$ cat src/rtl/busram_pkg.sv
// Package: shared types for the shared-bus RAM.
// Assumes: none; holds the decoded bus-mode encoding only.
package busram_pkg;

    typedef enum logic [1:0] {
        MODE_IDLE    = 2'd0,  // chip not selected
        MODE_STANDBY = 2'd1,  // selected, neither strobe active
        MODE_READ    = 2'd2,  // selected, read strobe active (wins over write)
        MODE_WRITE   = 2'd3   // selected, only write strobe active
    } bus_mode_e;

endpackage

$ cat src/rtl/busram_mode_dec.sv
// Module: busram_mode_dec
// Decodes the three active-low control pins into one bus mode.
// Assumes: the read strobe has priority over the write strobe.
module busram_mode_dec
    import busram_pkg::*;
(
    input  logic      cs_n,
    input  logic      rd_n,
    input  logic      wr_n,
    output bus_mode_e mode
);

    // Priority decode: deselect, then read, then write, else standby.
    always_comb begin
        if (cs_n)       mode = MODE_IDLE;
        else if (!rd_n) mode = MODE_READ;
        else if (!wr_n) mode = MODE_WRITE;
        else            mode = MODE_STANDBY;
    end

endmodule

$ cat src/rtl/busram_word_store.sv
// Module: busram_word_store
// Register array of DEPTH words. One word is written per enabled rising edge.
// Assumes: contents are not initialised; the synchronous active-low reset
// only blocks writes and never clears data.
module busram_word_store #(
    parameter int ADDR_W = 5,
    parameter int DATA_W = 8,
    localparam int DEPTH = 1 << ADDR_W
) (
    input  logic              clk,
    input  logic              rst_n,
    input  logic              we,
    input  logic [ADDR_W-1:0] waddr,
    input  logic [DATA_W-1:0] wdata,
    output logic [DATA_W-1:0] words [DEPTH]
);

    for (genvar gi = 0; gi < DEPTH; gi++) begin : g_word
        // Per-word register: loads on a write aimed at this address.
        always_ff @(posedge clk) begin
            if (rst_n && we && (waddr == ADDR_W'(gi))) begin
                words[gi] <= wdata;
            end
        end
    end

endmodule

$ cat src/rtl/busram_read_mux.sv
// Module: busram_read_mux
// Selects the addressed word combinationally and forces zero when disabled.
// Assumes: raddr covers exactly DEPTH entries (full decode).
module busram_read_mux #(
    parameter int ADDR_W = 5,
    parameter int DATA_W = 8,
    localparam int DEPTH = 1 << ADDR_W
) (
    input  logic [DATA_W-1:0] words [DEPTH],
    input  logic [ADDR_W-1:0] raddr,
    input  logic              en,
    output logic [DATA_W-1:0] dout
);

    // Output select: addressed word when enabled, zero otherwise.
    always_comb begin
        dout = en ? words[raddr] : '0;
    end

endmodule

$ cat src/rtl/busram32x8.sv
// Module: busram32x8
// 32x8 RAM for a shared processor data bus. The bus is split into in, out
// and an output-enable flag. Reads are combinational; writes take a clock edge.
// Assumes: the pad ring builds the tri-state driver from bus_out and bus_oe.
module busram32x8
    import busram_pkg::*;
#(
    parameter int ADDR_W = 5,
    parameter int DATA_W = 8
) (
    input  logic              clk,
    input  logic              rst_n,
    input  logic [ADDR_W-1:0] addr,
    input  logic              cs_n,
    input  logic              rd_n,
    input  logic              wr_n,
    input  logic [DATA_W-1:0] bus_in,
    output logic [DATA_W-1:0] bus_out,
    output logic              bus_oe
);

    localparam int DEPTH = 1 << ADDR_W;

    bus_mode_e         mode;
    logic              wr_en;
    logic [DATA_W-1:0] words [DEPTH];

    busram_mode_dec u_dec (
        .cs_n (cs_n),
        .rd_n (rd_n),
        .wr_n (wr_n),
        .mode (mode)
    );

    // Mode to strobe mapping: drive on read, store on write.
    always_comb begin
        bus_oe = (mode == MODE_READ);
        wr_en  = (mode == MODE_WRITE);
    end

    busram_word_store #(.ADDR_W(ADDR_W), .DATA_W(DATA_W)) u_store (
        .clk   (clk),
        .rst_n (rst_n),
        .we    (wr_en),
        .waddr (addr),
        .wdata (bus_in),
        .words (words)
    );

    busram_read_mux #(.ADDR_W(ADDR_W), .DATA_W(DATA_W)) u_rmux (
        .words (words),
        .raddr (addr),
        .en    (bus_oe),
        .dout  (bus_out)
    );

endmodule

$ cat config.mk
export PLATFORM = sky130hd
export DESIGN_NAME = busram32x8
export DESIGN_NICKNAME = d
export VERILOG_FILES = /design/src/rtl/busram_pkg.sv /design/src/rtl/busram_mode_dec.sv /design/src/rtl/busram_word_store.sv /design/src/rtl/busram_read_mux.sv /design/src/rtl/busram32x8.sv
export SDC_FILE = /design/constraint.sdc
export NUM_CORES = 1
export LEC_CHECK = 0
export CORE_MARGIN = 4
export CORE_UTILIZATION = 40
export DETAILED_ROUTE_END_ITERATION = 10
export PLACE_DENSITY_LB_ADDON = 0.15
export SLEW_MARGIN = 20
export SYNTH_ARGS = -nofsm -noshare
export SYNTH_HDL_FRONTEND = slang
export SYNTH_SLANG_ARGS = --single-unit
$ cat constraint.sdc
create_clock -name clk -period 4.05 [get_ports clk]
set_clock_uncertainty 0.05 [all_clocks]
set_input_delay 0.81 -clock clk [delete_from_list [all_inputs] [get_ports clk]]
set_output_delay 0.81 -clock clk [all_outputs]
set_load 0.01 [all_outputs]
; After elaboration in Yosys (flattened, before gate mapping)
; Cells that the tools add are included.
[classes]
n_lt_le_gt_ge = 1
eq_ne = 33
n_mux = 7
bitwise = 1
reduce_logical = 34
[ops]
columns = op, n
row1 = 5-bit == test (second input constant), 16
row2 = 8-bit binary-select mux with 5-bit select, 1
row3 = 5-bit by 4-bit == test with 1-bit output (second input constant), 8
row4 = 1-bit logical AND, 33
row5 = 8-bit 2-to-1 mux, 3
row6 = 5-bit by 3-bit == test with 1-bit output (second input constant), 4
row7 = 5-bit by 2-bit == test with 1-bit output (second input constant), 2
row8 = 6-bit >= comparator (second input constant), 1
row9 = 2-bit 2-to-1 mux, 3
row10 = 5-bit inverter with 6-bit output, 1
row11 = 5-bit by 1-bit == test with 1-bit output (second input constant), 1
row12 = 5-bit zero test, 1
row13 = 2-bit == test (second input constant), 2
[word_totals]
register_bits = 256
out_inout_bits = 9

; Longest topological paths before layout
[logic_depth]
depth_word = 6
ltp_mapped = 7
depth_no_buf = 4

; Cells and area by module
; From an unflattened synthesis, not the netlist that was laid out.
[unflattened]
cells_unflattened = 461
area_unflattened_um2 = 10136.0
[modules_own_cells]
columns = module, instances, cells_each, area_per_inst_um2, seq_area_each_um2
row1 = busram_word_store, 1, 309, 7995.2, 7687.4
row2 = busram_read_mux, 1, 148, 2113.3, 0.0
row3 = busram32x8, 1, 2, 16.3, 0.0
row4 = busram_mode_dec, 1, 2, 11.3, 0.0

; Worst setup path after synthesis
; OpenSTA, ideal clock, no wires.
[synth_timing]
kind = input to output
startpoint = in addr[1]
endpoint = out bus_out[1]
arrival_time_ns = 2.073
setup_slack_ns = 1.117
stages = 6
cell_sequence = buf_6 -> buf_6 -> mux4_2 -> mux2i_1 -> nor2_1 -> o311a_1
[synth_via]
elab_chain_len = 5
[synth_rtl]
columns = item, line_no
row1 = "start, declared", busram32x8.sv:13  ; input logic [ADDR_W-1:0] addr,
row2 = 5-bit inverter with 6-bit output (implied by the code), busram_read_mux.sv:17  ; dout = en ? words[raddr] : '0;
row3 = 8-bit binary-select mux with 5-bit select, busram_read_mux.sv:17
row4 = 8-bit 2-to-1 mux (implied by the code) (2 in series), busram_read_mux.sv:17
row5 = 8-bit 2-to-1 mux, busram_read_mux.sv:17
row6 = "end, declared", busram32x8.sv:18  ; output logic [DATA_W-1:0] bus_out,
; Every way passes these cells. The select of a mux whose other input is x is not followed.

; Final worst setup path
[layout_timing]
startpoint = in addr[3]
endpoint = out bus_out[7]
; The elaborated chain is that of the path after synthesis.

==> PnR_summary.wiki <==
{| class="wikitable"
! Metric !! Value
|-
| Outcome || finished clean
|-
| Arrival @ worst endpoint || 3.03 ns
|-
| Detailed Route WL || 22380 µm
|-
| Residual overflow from global routing || 0
|-
| Combined global-route utilization of all metal layers || 16.19%
|-
| Setup violators final || 0
|-
| Registers with the highest flip-flop counts || u_store.words x256
|-
| Register ranked first by flip-flop count || u_store.words
|-
| Critical-path maximum fanout || 7
|-
| Setup bufs post-CTS || 0
|-
| Horiz. Die Dim || 167.1 µm
|-
| Floorplan Core Area || 0.02460 mm²
|-
| Number of flip-flops in the largest register || 256
|-
| Number of distinct standard cells referenced by the synthesized netlist || 28
|-
| Least-Margin Pin Slew || 0.8902 ns
|-
| Leakage power of the design || 3.956 nW
|-
| Classification of the worst setup path || in2out
|-
| Largest net degree at the start of global routing || 41
|-
| Share of the yosys chip area belonging to registers || 75.91%
|-
| Most prevalent standard cell on the critical path || clkdlybuf4s50_1
|-
| CP Buf/Inv Count || 2
|-
| Class of the tightest hold or removal check || in2reg
|-
| Register clock-pin slew on the reported worst setup and hold paths || 0.06 ns
|-
| Area growth from synthesis to layout || 19.22%
|-
| Cts bufs inserted || 27
|-
| Post-synthesis cell area || 0.01013 mm²
|-
| Slowest stage delay, CP || 0.63 ns
|-
| Routed vias || 4962
|-
| Final count of hold timing violations || 0
|-
| Max-cap violations || 0
|-
| Register area || 0.007687 mm²
|-
| Half-perimeter wire length after placement || 14460 µm
|-
| Utilization of the core after routing || 49.07%
|-
| Final weighted congestion of routability-driven global placement || 0.8631
|-
| Share of flip-flops with an asynchronous set or reset after synthesis || 0%
|-
| Area of combinational cells with multiple inputs || 0.002257 mm²
|-
| Die ar. || 0.02793 mm²
|-
| Min-delay src || bus_in[6]
|-
| Max frequency || 257.1 MHz
|-
| Routed length per placed instance || 24.27 µm
|-
| Via/cell ratio || 5.382
|-
| Synth Instances || 493
|-
| Tightest hold margin || 0.7674 ns
|-
| Diode insertion count for antenna repair || 0
|-
| Sinks on the clock net || 256
|-
| Starting Density || 41.16%
|-
| Number of antenna violations at the first check in global routing || 0
|-
| Post-Synthesis Mean Instance Area || 20.54 µm²
|-
| Final max-slew violation count || 0
|-
| Launching instance or port of the critical path || addr[3]
|-
| Setup TNS || 0 ns
|-
| Detailed Route Iter0 Violations || 362
|-
| Power per cell area || 483.9 mW/mm²
|-
| Max-slew headroom || 40.47%
|-
| Number of nets at the end of the flow || 595
|-
| Total of warnings raised by yosys || 0
|-
| Nature of the critical path endpoint || primary output
|-
| Portion of the clock cycle consumed by the worst path in the final layout || 96.02%
|-
| Shortest period the worst path allows || 3.889 ns
|-
| Series of cell instances along the critical path || clkdlybuf4s50_1, nor3b_2, a221oi_1, o211ai_1, o311a_1, clkdlybuf4s50_1
|-
| TritonCTS clock tree || done
|-
| Required arrival time at the worst endpoint || 3.19 ns
|-
| Flop and latch count out of synthesis || 256
|-
| Predominant post-synthesis flop cell || edfxtp_1
|-
| Cell type group with the largest total delay on the critical path || buffers and inverters
|-
| Count of input and output buffers || 26
|-
| Maximum VDD drop || 328.9 µV
|-
| Overall power consumption || 5.843 mW
|-
| Count of flip-flops with a built-in enable after synthesis || 256
|-
| # rows || 57
|-
| Cell type of the slowest stage on the worst timing path || clkdlybuf4s50_1
|-
| Post-cts hold buffer count || 0
|-
| Layout cells sized above 1 || 27.09%
|-
| H-tree depth || 1
|-
| Unrepaired setup endpoints after global routing || no
|-
| Nature of the critical path startpoint || primary input
|-
| Router iterations before antenna repair || 5
|-
| Fillers || 2040
|-
| CTS root buf || clkbuf_16
|-
| Number of resized instances in the post-cts repair step || 0
|-
| Floorplan die height || 167.1 µm
|-
| Wire length of the first global-routing pass || 33960 µm
|-
| Final antenna-violating net count || 0
|-
| Number of top-level pins || 27
|-
| DRC Markers || 0
|-
| Post-synth net total || 511
|-
| Via count of the first global-routing pass || 5312
|-
| Deepest clock path buffer count || 3
|}
report_power, final:
part | switching [mW] | internal (mW)
Sequential | 0.00121 | 2.92
Combinational | 0.169 | 0.128
Clock | 0.955 | 1.67
Total | 1.12 | 4.72
cell type report:
type	instances	area share, %
Clock buffer	34	5.813
Clock inverter	16	2.114
Inverter	1	0.03109
Multi-Input combinational cell	209	18.69
Sequential cell	256	63.67
Tap cell	324	3.358
Timing Repair Buffer	82	6.321
per-layer routing:
metal | global-route usage [%] | routed length (µm) | vias up
met5 | 0 | 0 | -
met4 | 3.771 | 392 | 0
met3 | 2.923 | 1250 | 27
met2 | 26.59 | 10860 | 145
met1 | 22.82 | 9881 | 2582
li1 | - | - | 2208
metrics by stage:
| stage | setup slack [ns] | instance area [µm²] | std cells |
|---|---|---|---|
| 6_report | 0.1610 | 12070 | 922 |
| 5_1_grt | 0.04344 | 12070 | 922 |
| 4_1_cts | 0.1495 | 12080 | 922 |
| 3_5_place_dp | 0.1571 | 11120 | 872 |
| 3_3_place_gp | 0.1508 | 11120 | 872 |
| 2_1_floorplan | 1.117 | 10130 | 493 |
synthesized netlist by cell type, types with 4 or more instances:
master	number	area share (%)
a221oi_1	7	0.61
and2_1	8	0.49
buf_2	11	0.54
buf_4	6	0.44
buf_6	4	0.44
clkbuf_1	5	0.19
edfxtp_1	256	76
mux2_2	13	1.4
mux2i_1	33	3.3
mux4_2	49	11
nand2_1	14	0.52
nand2b_1	5	0.31
nor2_1	35	1.3
nor3_1	10	0.49
o211ai_1	7	0.52
o221ai_1	7	0.61
o311a_1	8	0.79
cells in the final DEF (no fill, tap or decap), types with 2 or more instances in the layout:
master             n
a221oi_1           7
and2_1             8
buf_12             8
buf_2              3
buf_4             49
bufinv_16          7
clkbuf_1           7
clkbuf_16         27
clkdlybuf4s50_1   22
clkinv_1           5
clkinv_2           2
edfxtp_1         256
mux2_2            13
mux2i_1           33
mux4_2            49
nand2_1           14
nand2b_1           5
nand3_1            2
nand3b_1           2
nor2_1            35
nor2b_1            2
nor3_1            10
o211ai_1           7
o221ai_1           7
o311a_1            8
or4_1              2
worst paths after layout:
check / to / slack [ns] / cells past startpoint
worst max-delay path: bus_out[7] / 0.16 / 6
worst min-delay path: u_store.words[214] / 0.77 / 1
kinds of logic (layout without fill, tap and decap cells):
family	Yosys count	count (layout)	synth area share, %
AO/OA/AOI/OAI	31	31	2.693
buffers and inverters	28	133	1.804
flip-flops	256	256	75.91
multiplexers	96	96	15.75
AND/OR/NAND/NOR	82	82	3.842
Note: power is estimated with default switching activity, not from simulation.
